<file path="src/rtl/opshift_pkg.sv">
package opshift_pkg;
  localparam int OP_W = 3;
  localparam logic [OP_W-1:0] OP_ASR = 3'd0;
  localparam logic [OP_W-1:0] OP_LSL = 3'd1;
  localparam logic [OP_W-1:0] OP_LSR = 3'd2;
  localparam logic [OP_W-1:0] OP_ROL = 3'd3;
  localparam logic [OP_W-1:0] OP_ROR = 3'd4;
endpackage

</file>
<file path="src/rtl/opshift_core.sv">
module opshift_core
  import opshift_pkg::*;
#(
  parameter int W   = 16,
  parameter int SBW = 4,
  parameter int AW  = 3
) (
  input  logic [W-1:0]    src,
  input  logic [SBW-1:0]  sb_in,
  input  logic [OP_W-1:0] op,
  input  logic [AW-1:0]   amt,
  output logic [W-1:0]    res,
  output logic [SBW-1:0]  sb_out,
  output logic            active
);
  localparam int RING = W + SBW;

  logic [2*RING-1:0] dbl_r;
  logic [2*RING-1:0] dbl_l;
  logic              amt_ok;
  logic              op_ok;

  assign amt_ok = (amt != '0) && (int'(amt) <= SBW);
  assign op_ok  = (op <= OP_ROR);
  assign active = amt_ok && op_ok;

  // Doubled rings: a plain shift of the copy yields the rotation in one window.
  assign dbl_r = {src, sb_in, src, sb_in} >> amt;
  assign dbl_l = {sb_in, src, sb_in, src} << amt;

  always_comb begin
    res    = src;
    sb_out = sb_in;
    if (active) begin
      case (op)
        OP_ASR: begin
          res    = W'($signed(src) >>> amt);
          sb_out = dbl_r[SBW-1:0];
        end
        OP_LSR: begin
          res    = src >> amt;
          sb_out = dbl_r[SBW-1:0];
        end
        OP_ROR: begin
          res    = dbl_r[RING-1:SBW];
          sb_out = dbl_r[SBW-1:0];
        end
        OP_LSL: begin
          res    = src << amt;
          sb_out = dbl_l[2*RING-1 -: SBW];
        end
        OP_ROL: begin
          res    = dbl_l[RING+W-1:RING];
          sb_out = dbl_l[2*RING-1 -: SBW];
        end
        default: begin
          res    = src;
          sb_out = sb_in;
        end
      endcase
    end
  end
endmodule

</file>
<file path="src/rtl/opshift_bank.sv">
module opshift_bank #(
  parameter int SBW    = 4,
  parameter int NMODES = 3,
  parameter int MW     = 2
) (
  input  logic           clk,
  input  logic           rst_n,
  input  logic [MW-1:0]  mode,
  input  logic           we,
  input  logic [SBW-1:0] wdata,
  output logic [SBW-1:0] rdata
);
  logic [MW-1:0]  sel;
  logic [SBW-1:0] bank_q [NMODES];

  // Codes with no bank of their own fall back to the normal bank.
  assign sel = (int'(mode) < NMODES) ? mode : '0;

  for (genvar m = 0; m < NMODES; m++) begin : g_bank
    always_ff @(posedge clk or negedge rst_n) begin
      if (!rst_n)                          bank_q[m] <= '0;
      else if (we && (sel == MW'(m)))      bank_q[m] <= wdata;
    end

    AST_BANK_ISOLATED: assert property (@(posedge clk) disable iff (!rst_n)
      (sel != MW'(m)) |=> $stable(bank_q[m]));
  end

  always_comb begin
    rdata = bank_q[0];
    for (int m = 0; m < NMODES; m++)
      if (sel == MW'(m)) rdata = bank_q[m];
  end

  AST_BANK_NO_WE_HOLD: assert property (@(posedge clk) disable iff (!rst_n)
    !we |=> ($past(rdata) == bank_q[$past(sel)]));
endmodule

</file>
<file path="src/rtl/opshift_sb.sv">
module opshift_sb
  import opshift_pkg::*;
#(
  parameter int W      = 16,
  parameter int SBW    = 4,
  parameter int AW     = 3,
  parameter int NMODES = 3,
  parameter int MW     = 2
) (
  input  logic            clk,
  input  logic            rst_n,
  input  logic            in_valid,
  output logic            in_ready,
  input  logic [W-1:0]    in_data,
  input  logic [OP_W-1:0] in_op,
  input  logic [AW-1:0]   in_amt,
  input  logic [MW-1:0]   in_mode,
  input  logic            in_commit,
  output logic            out_valid,
  input  logic            out_ready,
  output logic [W-1:0]    out_data,
  output logic [SBW-1:0]  out_sb,
  output logic            out_neg,
  output logic            out_zero
);
  logic           accept;
  logic           active;
  logic           wr_en;
  logic [SBW-1:0] sb_cur;
  logic [SBW-1:0] sb_new;
  logic [W-1:0]   shifted;

  assign in_ready = !out_valid || out_ready;
  assign accept   = in_valid && in_ready;
  assign wr_en    = accept && in_commit && active;

  opshift_bank #(.SBW(SBW), .NMODES(NMODES), .MW(MW)) bank_i (
    .clk   (clk),
    .rst_n (rst_n),
    .mode  (in_mode),
    .we    (wr_en),
    .wdata (sb_new),
    .rdata (sb_cur)
  );

  opshift_core #(.W(W), .SBW(SBW), .AW(AW)) core_i (
    .src    (in_data),
    .sb_in  (sb_cur),
    .op     (in_op),
    .amt    (in_amt),
    .res    (shifted),
    .sb_out (sb_new),
    .active (active)
  );

  always_ff @(posedge clk or negedge rst_n) begin
    if (!rst_n) begin
      out_valid <= 1'b0;
      out_data  <= '0;
      out_sb    <= '0;
      out_neg   <= 1'b0;
      out_zero  <= 1'b0;
    end else begin
      if (accept) begin
        out_valid <= 1'b1;
        out_data  <= shifted;
        out_sb    <= (in_commit && active) ? sb_new : sb_cur;
        out_neg   <= shifted[W-1];
        out_zero  <= (shifted == '0);
      end else if (out_ready) begin
        out_valid <= 1'b0;
      end
    end
  end

  AST_STALL_HOLD: assert property (@(posedge clk) disable iff (!rst_n)
    (out_valid && !out_ready) |=> (out_valid && $stable(out_data)));
  AST_STALL_BLOCKS_INPUT: assert property (@(posedge clk) disable iff (!rst_n)
    (out_valid && !out_ready) |-> !in_ready);
  AST_BYPASS_PASSES: assert property (@(posedge clk) disable iff (!rst_n)
    (accept && (in_amt == '0)) |=> (out_data == $past(in_data)));
  AST_ASR_SIGN_KEPT: assert property (@(posedge clk) disable iff (!rst_n)
    (accept && active && (in_op == OP_ASR)) |=> (out_data[W-1] == $past(in_data[W-1])));
  AST_LSL_LOW_ZERO: assert property (@(posedge clk) disable iff (!rst_n)
    (accept && active && (in_op == OP_LSL)) |=> !out_data[0]);
endmodule

</file>
<file path="config.mk">
export PLATFORM = sky130hd
export DESIGN_NAME = opshift_sb
export DESIGN_NICKNAME = d
export VERILOG_FILES = /design/src/rtl/opshift_pkg.sv /design/src/rtl/opshift_core.sv /design/src/rtl/opshift_bank.sv /design/src/rtl/opshift_sb.sv
export SDC_FILE = /design/constraint.sdc
export NUM_CORES = 1
export LEC_CHECK = 0
export CAP_MARGIN = 10
export CELL_PAD_IN_SITES_DETAIL_PLACEMENT = 0
export CELL_PAD_IN_SITES_GLOBAL_PLACEMENT = 1
export CORE_MARGIN = 3
export CORE_UTILIZATION = 39
export DETAILED_ROUTE_END_ITERATION = 12
export PLACE_DENSITY_LB_ADDON = 0.1
export SYNTH_ARGS = -nofsm -noshare
export SYNTH_HDL_FRONTEND = slang
export SYNTH_SLANG_ARGS = --single-unit
</file>
<file path="constraint.sdc">
create_clock -name clk -period 2.25 [get_ports clk]
set_clock_uncertainty 0.05 [all_clocks]
set_input_delay 0.3375 -clock clk [delete_from_list [all_inputs] [get_ports clk]]
set_output_delay 0.3375 -clock clk [all_outputs]
set_load 0.05 [all_outputs]
</file>
Word-level counts from Yosys, hierarchy flattened --
Index checks and enable logic that the tools add are counted.
Operators by class: multipliers 0, div/mod/pow operators 0, shift-type cells 5, equality and inequality tests 6, reductions and logical operators 18, magnitude comparators 3, $add $sub $neg 0, muxes and demuxes 10, bitwise operators 0
Operators by type and width (number):
- $pmux W16 S5 | 1
- $shl A40 B3 Y40 | 1
- $shr A40 B3 Y20 | 1
- $logic_not A16 Y1 | 1
- $mux W16 | 1
- $mux W4 | 4
- $shl A16 B3 Y16 | 1
- $shr A16 B3 Y16 | 1
- $sshr A16 B3 Y16 | 1
- $logic_and A1 B1 Y1 | 9
- $pmux W4 S2 | 1
- $eq A3 B2 Y1 const B | 2
- $le A3 B3 Y1 const B | 2
- $eq A3 B1 Y1 const B | 1
- $eq A3 B3 Y1 const B | 1
- $logic_not A3 Y1 | 1
- $reduce_bool A3 Y1 | 1
- $reduce_or A3 Y1 | 1
- $eq A2 B1 Y1 const B | 1
- $eq A2 B2 Y1 const B | 1
- $logic_not A2 Y1 | 1
- $lt A2 B2 Y1 const B | 1
- $mux W1 | 2
- $mux W2 | 1
- other kinds (4) | 4
Word-level totals: bits in latches 0, register bits after elaboration 35, ROM bits 0, RAM bits 0, memories kept 0

Depth between registers and ports, before layout --
Gate-level depths: netlist (run 1).
word-level depth 9, mapped depth 11, mapped depth without buffers 9

Cells and area by module --
Synthesis (run 1) repeated with hierarchy kept, for this count alone.
Second synthesis, totals: cells, all modules 371, area, all modules 3388.2 sq um
By module, submodules not included:
- opshift_core | times used 1, cells each 259, area an instance 1835.5 sq um
- opshift_sb | times used 1, cells each 67, area an instance 980.9 sq um
- opshift_bank | times used 1, cells each 45, area an instance 571.8 sq um

Worst setup path before layout (run 1) --
Ideal clock, no wire load.
kind input to register, from input port in_mode[1], to register out_zero, setup slack -287 ps, setup time 77 ps, stages 10, data arrival time 2411 ps, buffers on the path 1, required time 2123 ps, cell sequence inv_1 -> ha_1 -> buf_6 -> mux2_4 -> mux4_2 -> a2bb2oi_1 -> o21ai_1 -> nand4_1 -> or4_1 -> o21ai_1
Between the ends: cells in the longest elaborated chain, start to end 9, elaborated cells on any way between the ends 11, those cells by class order compare: 1; eq/ne: 2; shift: 2; mux: 5; reduce/logical: 1
RTL lines:
- start, declared | RTL line opshift_sb.sv:17 | input logic [MW-1:0] in_mode,
- $lt A2 B2 Y1 | RTL line opshift_bank.sv:17 | assign sel = (int'(mode) < NMODES) ? mode : '0;
- $mux W2 * | RTL line opshift_bank.sv:17
- $eq A2 B1 Y1 | RTL line opshift_bank.sv:32 | if (sel == MW'(m)) rdata = bank_q[m];
- $mux W4 | RTL line opshift_bank.sv:32
- $mux W4 * | RTL line opshift_bank.sv:32
- $shl A40 B3 Y40 or $shr A40 B3 Y20 (tied branches) | RTL line opshift_core.sv:29, opshift_core.sv:28
- $pmux W16 S5 * | RTL line opshift_core.sv:35 | case (op)
- $mux W16 * | RTL line opshift_core.sv:34 | if (active) begin
- $logic_not A16 Y1 * | RTL line opshift_sb.sv:69 | out_zero <= (shifted == '0);
- end signal, assigned | RTL line opshift_sb.sv:69
- end, declared | RTL line opshift_sb.sv:24 | output logic out_zero
Mark *: on every way between the ends. The rest lies on a longest branch, timed or not. A chain may end at the register's enable or synchronous reset.

Final worst setup path (run 1) --
from register bank_i.bank_q[9] in the netlist's numbering, to register bank_i.bank_q[5] in the netlist's numbering
Between the ends: cells in the longest elaborated chain, start to end 5, elaborated cells on any way between the ends 6, those cells by class shift: 2; mux: 4
RTL lines:
- start, declared | RTL line opshift_bank.sv:14 | logic [SBW-1:0] bank_q [NMODES];
- start signal, assigned by index | RTL line opshift_bank.sv:22 | else if (we && (sel == MW'(m))) bank_q[m] <= wdata;
- $mux W4 * (2 in a row) | RTL line opshift_bank.sv:32
- $shl A40 B3 Y40 or $shr A40 B3 Y20 (tied branches) | RTL line opshift_core.sv:29, opshift_core.sv:28
- $pmux W4 S2 | RTL line opshift_core.sv:35
- $mux W4 * | RTL line opshift_core.sv:34
Marked as above.

==> flow_summary.yaml, run 1 <==
run_status:
  outcome: "finished, violations left"
  violations: "negative setup slack"
sta:
  fin_setup_tns_ns: -0.592
  setup_violations: 5
  slew_violations: 0
  period_share_pct: 106
  post-route-min-period_ns: 2.39
  slew_headroom_pct: 66.0
  max_freq_mhz: 419
  finalHoldViolCount: 0
  timing.final.ws_setup_ns: -0.139
  worstMarginPinSlew_ns: 0.508
  holdWs_ns: 0.407
  rsz0062_at_grt: "true"
logic_synthesis:
  yosys.area.top_type: "dfrtp_1"
  syn-num-nets: 425
  syn_inst: 394
  synth.most_common_cell: "nand2_1"
  synth_common_cells: "nand2_1 (51), dfrtp_1 (34), mux4_2 (25)"
  synth_area_leaders: "dfrtp_1 (23%), mux4_2 (15%), mux2_2 (6.6%)"
  synth_flop_cell: "dfrtp_1"
  synth-edff-count: 0
  yosys_warnings: 0
  synth-seq-area-share_pct: 22.7
  yosysUniqueCellTypes: 79
  synth_area_mm2: 0.00374
  synth.avg_cell_area_um2: 9.50
  ys_ff_latch: 34
  async_flop_share_pct: 100
  netlist.area_leader.share_pct: 22.7
pwr:
  leakagePower_nw: 2.64
  p_per_area_mw_per_mm2: 538
  switching_share_pct: 39.9
  p_switching_mw: 1.27
  peakVddDrop_mv: 0.366
  clockPowerShare_pct: 15.0
  p_int_mw: 1.92
  seqPwrFrac_pct: 25.6
  combPwrFrac_pct: 59.4
critical_path:
  critPathCaptureType: "register"
  critPathTopFamily: "multiplexers"
  critPathSlowestCell: "mux4_2"
  cp-start-kind: "register"
  critPathBufInv: 1
  critPathMaxFanout: 4
  crit_top_cell: "mux2_4"
  crit_chain: "mux2_4 -> mux4_2 -> buf_6 -> o22ai_4 -> a2bb2o_4 -> o21a_4 -> mux2_4"
  slowest_delay_ns: 0.52
  cp.required_ns: 2.38
  cp.arrival_ns: 2.52
  critPathKind: "reg2reg"
global_route:
  grt_use_total_pct: 26.1
  gr-total-overflow: 0
  antenna_found_initial: 0
  grt_max_degree: 38
  first_global_vias: 4167
  grt_pass1_wl_um: 22700
routing:
  drtIter0Drc: 231
  route.detailed.drc: 0
  vias: 4169
  drt-wirelength-per-cell_um: 20.1
  vias_per_cell: 5.86
  drt_wl_total_um: 14300
  postRouteAntennaNets: 0
  first_pass_iters: 4
floorplan:
  die_area_mm2: 0.0108
  die_height_um: 104
  num_rows: 35
  core_area_mm2: 0.00928
  start_util_pct: 40.3
  ioPinCount: 53
  die_x_um: 104
clock_network:
  root_buffer: "clkbuf_8"
  clk_latency_ns: 0.29
  max-clock-path-buffers: 2
  cts_tree: "built"
  path_clk_slew_ns: 0.07
  numCtsBuffers: 5
  clkSinkCount: 34
  cts_max_level: 2
cells_and_area:
  fin_util_pct: 63.8
  nets: 613
  area_growth_syn_to_layout_pct: 58.4
  fin_area_mm2: 0.00593
  antennaDiodeCount: 0
  drive_above_1_share_pct: 50.9
place:
  placed_cell_area_mm2: 0.00525
  hpwl_um: 11100
  port_buffers: 52
  gp_congestion: 0.948
min_path:
  hp-class: "in2async"
flow_run:
  cap_violations: 0
metrics by stage:
step           worst slack (ns)  std cells  total power [mW]
2_1_floorplan            -0.194        394              1.77
3_3_place_gp             -0.928        678              2.45
3_5_place_dp             -0.930        678              2.46
4_1_cts                  -0.232        700              3.06
5_1_grt                  -0.197        712              3.35
6_report                 -0.139        712              3.19
final timing paths:
check | endpoint | start | cells after the start | slack, ns
max | bank_i.bank_q[5] | bank_i.bank_q[9] | 7 | -0.14
min | out_data[7] | rst_n | 2 | 0.41
max in group asynchronous | bank_i.bank_q[0] | rst_n | 2 | 1.43
min in group clk | out_data[11] | out_data[11] | 1 | 0.43
min reg2reg | out_data[11] | out_data[11] | 1 | 0.43
max reg2reg | bank_i.bank_q[5] | bank_i.bank_q[9] | 7 | -0.14
cell families after synthesis:
family	count (synthesis)	share of synthesized area [%]
buf+inv	49	8.46
flops	34	22.7
compound gates	125	23.8
fa+ha+maj	2	0.669
simple gates	115	15.3
mux	68	28.8
xor+xnor	1	0.234
sequential cells by signal (all words and copies together) (netlist names):
signal and count:
out_sb 4, out_zero 1, out_valid 1, out_data 16
bank_i.bank_q 12
area by class of cell:
cell class / instances / area [µm²]
fill: 788 / 3360
multi-input combinational: 311 / 2890
timing repair buffer: 217 / 1870
sequential: 34 / 851
tap: 129 / 161
clock buffer: 6 / 82.6
inverter: 13 / 61.3
clock inverter: 2 / 12.5
placed cells by master, fill, tap and decap left out, types with 10 or more instances in the layout:
| master | synthesis | layout |
|---|---|---|
| nand2_1 | 51 | 47 |
| mux2_2 | 22 | 16 |
| o21ai_0 | 23 | 13 |
| buf_4 | 4 | 142 |
| inv_1 | 11 | 10 |
| o21ai_1 | 4 | 11 |
| dfrtp_1 | 34 | 34 |
| a21oi_1 | 17 | 12 |
| mux4_2 | 25 | 25 |
| mux2_4 | 5 | 12 |
| mux2i_1 | 12 | 10 |
| nand3_1 | 10 | 10 |
| buf_6 | 6 | 21 |
| clkdlybuf4s50_1 | 0 | 28 |
power groups by stage:
stage / clock network, mW / logic, mW / registers [mW]
6_report: 0.478 / 1.90 / 0.816
5_1_grt: 0.519 / 2.00 / 0.831
4_1_cts: 0.492 / 1.75 / 0.816
3_5_place_dp: 0 / 1.64 / 0.827
3_3_place_gp: 0 / 1.63 / 0.818
2_1_floorplan: 0 / 0.723 / 1.04
metal layers:
metal	wire length, µm	global-route usage (%)	share of wire (%)	vias to the layer above
met4	323	6.55	2.3	0
met3	848	3.41	5.9	29
li1	-	-	-	1915
met1	6290	36.7	44	2083
met5	0	0	0	-
met2	6820	42.6	48	142
what timing repair did:
action | CTS | global route
cloned | 1 | 0
resized for setup | 75 | 50
pin swaps | 30 | 24
endpoints found under the setup margin | 33 | 28
hold buffers | 0 | 0
buffers inserted | 15 | 15
(Power assumes the default switching activity.)
==> run 2: changes to the inputs <==
- HOLD_SLACK_MARGIN: default -> 0.08
==> results of run 2 <==
Final layout, timing and power as in run 1 (identical DEF).
==> run 3: changes to the inputs <==
- CAP_MARGIN: 10 -> 20
- CORE_UTILIZATION: 39 -> 43
- clock period: 2.25 -> 2.5 ns (I/O delays scaled with it)
==> run 3 against run 2 <==
The run now ends clean. Die area is 8.8% lower. Core utilization increased by 3.6 points. Sequential share of layout area rose by 0.76 points. Combinational power decreased by 18%. Largest cell class unchanged. Largest power group unchanged.
==> flow_summary.yaml, run 3 (synthesized netlist as in run 1, its figures left out) <==
run_status:
  outcome: "completed"
floorplan:
  die_height_um: 99.3
  start_util_pct: 44.9
  ioPinCount: 53
  die_x_um: 99.3
  core_area_mm2: 0.00834
  die_area_mm2: 0.00986
  num_rows: 33
critical_path:
  critPathMaxFanout: 3
  critPathTopFamily: "simple AND/OR/NAND/NOR gates"
  cp-start-kind: "primary input"
  critPathBufInv: 1
  slowest_delay_ns: 0.49
  ff2ff_setup_slack_ns: 0.14
  critPathSlowestCell: "mux4_2"
  r2r-start: "bank_i.bank_q[10]"
  cp.required_ns: 2.67
  worst_r2r_endpoint: "out_zero"
  crit_chain: "clkdlybuf4s50_1 -> mux4_2 -> nand2_2 -> a311oi_4 -> a2111oi_4 -> nand4_1 -> or4_4 -> o21ai_2"
  cp_num_cells: 8
  reg2regPathDepth: 7
  cp.arrival_ns: 2.63
  critPathCaptureType: "register"
  critPathKind: "in2reg"
cells_and_area:
  area_growth_syn_to_layout_pct: 50.4
  nets: 597
  largest_register: "out_data"
  largest_reg_flops: 16
  final_common_cell: "buf_4"
  fin_util_pct: 67.5
  top_regs: "out_data: 16 flops, bank_i.bank_q: 12 flops, out_sb: 4 flops"
  drive_above_1_share_pct: 47.8
  antennaDiodeCount: 0
  final_cell_mix: "buf_4 (141), nand2_1 (46), dfrtp_1 (34), clkdlybuf4s50_1 (32), mux4_2 (26)"
clock_network:
  max-clock-path-buffers: 2
  clk_latency_ns: 0.29
  cts_max_level: 2
  path_clk_slew_ns: 0.07
  cts_tree: "built"
  numCtsBuffers: 5
  root_buffer: "clkbuf_8"
  clkSinkCount: 34
pwr:
  peakVddDrop_mv: 0.340
  finalPower_mw: 2.71
  p_per_area_mw_per_mm2: 482
  leakagePower_nw: 2.52
  combPwrFrac_pct: 57.5
  p_int_mw: 1.62
  clockPowerShare_pct: 15.5
  switching_share_pct: 40.4
  p_switching_mw: 1.10
  seqPwrFrac_pct: 27.0
flow_run:
  cap_violations: 0
sta:
  slew_headroom_pct: 63.8
  timing.final.ws_setup_ns: 0.0449
  setup_violations: 0
  worstMarginPinSlew_ns: 0.540
  max_freq_mhz: 407
  finalHoldViolCount: 0
  post-route-min-period_ns: 2.46
  slew_violations: 0
  holdWs_ns: 0.430
  period_share_pct: 98.2
global_route:
  grt_max_degree: 35
  grt_use_total_pct: 28.7
  grt_pass1_wl_um: 22100
  first_global_vias: 4073
  gr-total-overflow: 0
  antenna_found_initial: 0
min_path:
  holdPathEnd: "out_sb[1]"
  hp-class: "reg2reg"
  min_from: "out_sb[1]"
  min_path_cells: 2
routing:
  vias_per_cell: 6.17
  vias: 4143
  drt-wirelength-per-cell_um: 21.5
  route.detailed.drc: 0
  postRouteAntennaNets: 0
  first_pass_iters: 5
  drtIter0Drc: 307
  drt_wl_total_um: 14500
place:
  gp_congestion: 1.01
  hpwl_um: 11500
  port_buffers: 52
  dp_slack_ns: -0.686
[run 3: metal layers]
| layer | routed length, µm | vias up | track usage (%) | share of wire, % |
|---|---|---|---|---|
| li1 | - | 1871 | - | - |
| met1 | 6210 | 2039 | 39.5 | 43 |
| met2 | 6870 | 202 | 48.0 | 47 |
| met3 | 1130 | 31 | 4.21 | 7.8 |
| met4 | 267 | 0 | 6.41 | 1.8 |
| met5 | 0 | - | 0 | 0 |
[run 3: power by group through the flow]
stage	registers, mW	logic [mW]	clock network (mW)
2_1_floorplan	0.938	0.648	0
3_3_place_gp	0.737	1.45	0
3_5_place_dp	0.744	1.47	0
4_1_cts	0.733	1.49	0.432
5_1_grt	0.749	1.64	0.454
6_report	0.732	1.56	0.421
[run 3: metrics by stage]
stage                     std cells  instance area (µm²)  TNS (ns)
final                           672                 5630         0
after global routing            672                 5630  -0.00710
after CTS                       664                 5360   -0.0668
after detailed placement        654                 5200    -14.39
after global placement          654                 5200    -13.06
after floorplan                 394                 3780         0
[run 3: area by class of cell]
cell class              count  area, µm²
inverters                  13       48.8
fillers                   718       2710
multi-input cells         311       2810
well taps                 105        131
clock buffers               7       86.3
flip-flops and latches     34        851
repair buffers            201       1700
clock inverters             1       5.00
[run 3: how the worst max path moves through the flow]
stage | endpoint | from | slack (ns)
2_1_floorplan | out_zero | in_mode[1] | 0.002
6_report | out_zero | in_data[8] | 0.04
4_1_cts | out_zero | in_data[13] | -0.07
3_5_place_dp | out_zero | in_mode[0] | -0.69
5_1_grt | out_zero | in_data[8] | -0.007
3_3_place_gp | out_zero | in_mode[1] | -0.59
[run 3: worst reg2reg max path: cells and delay by family (launching register included)]
| kind | cells | cell delay (ns) |
|---|---|---|
| AO/OA/AOI/OAI | 3 | 0.46 |
| AND/OR/NAND/NOR | 2 | 0.55 |
| flip-flops | 1 | 0.41 |
| multiplexers | 2 | 0.82 |
[run 3: what timing repair did]
item / in CTS / in global routing
pin swaps: 10 / 18
buffers inserted: 2 / 7
cloned: 0 / 1
setup endpoints to repair: 27 / 19
resized for setup: 17 / 61
hold buffers: 0 / 0
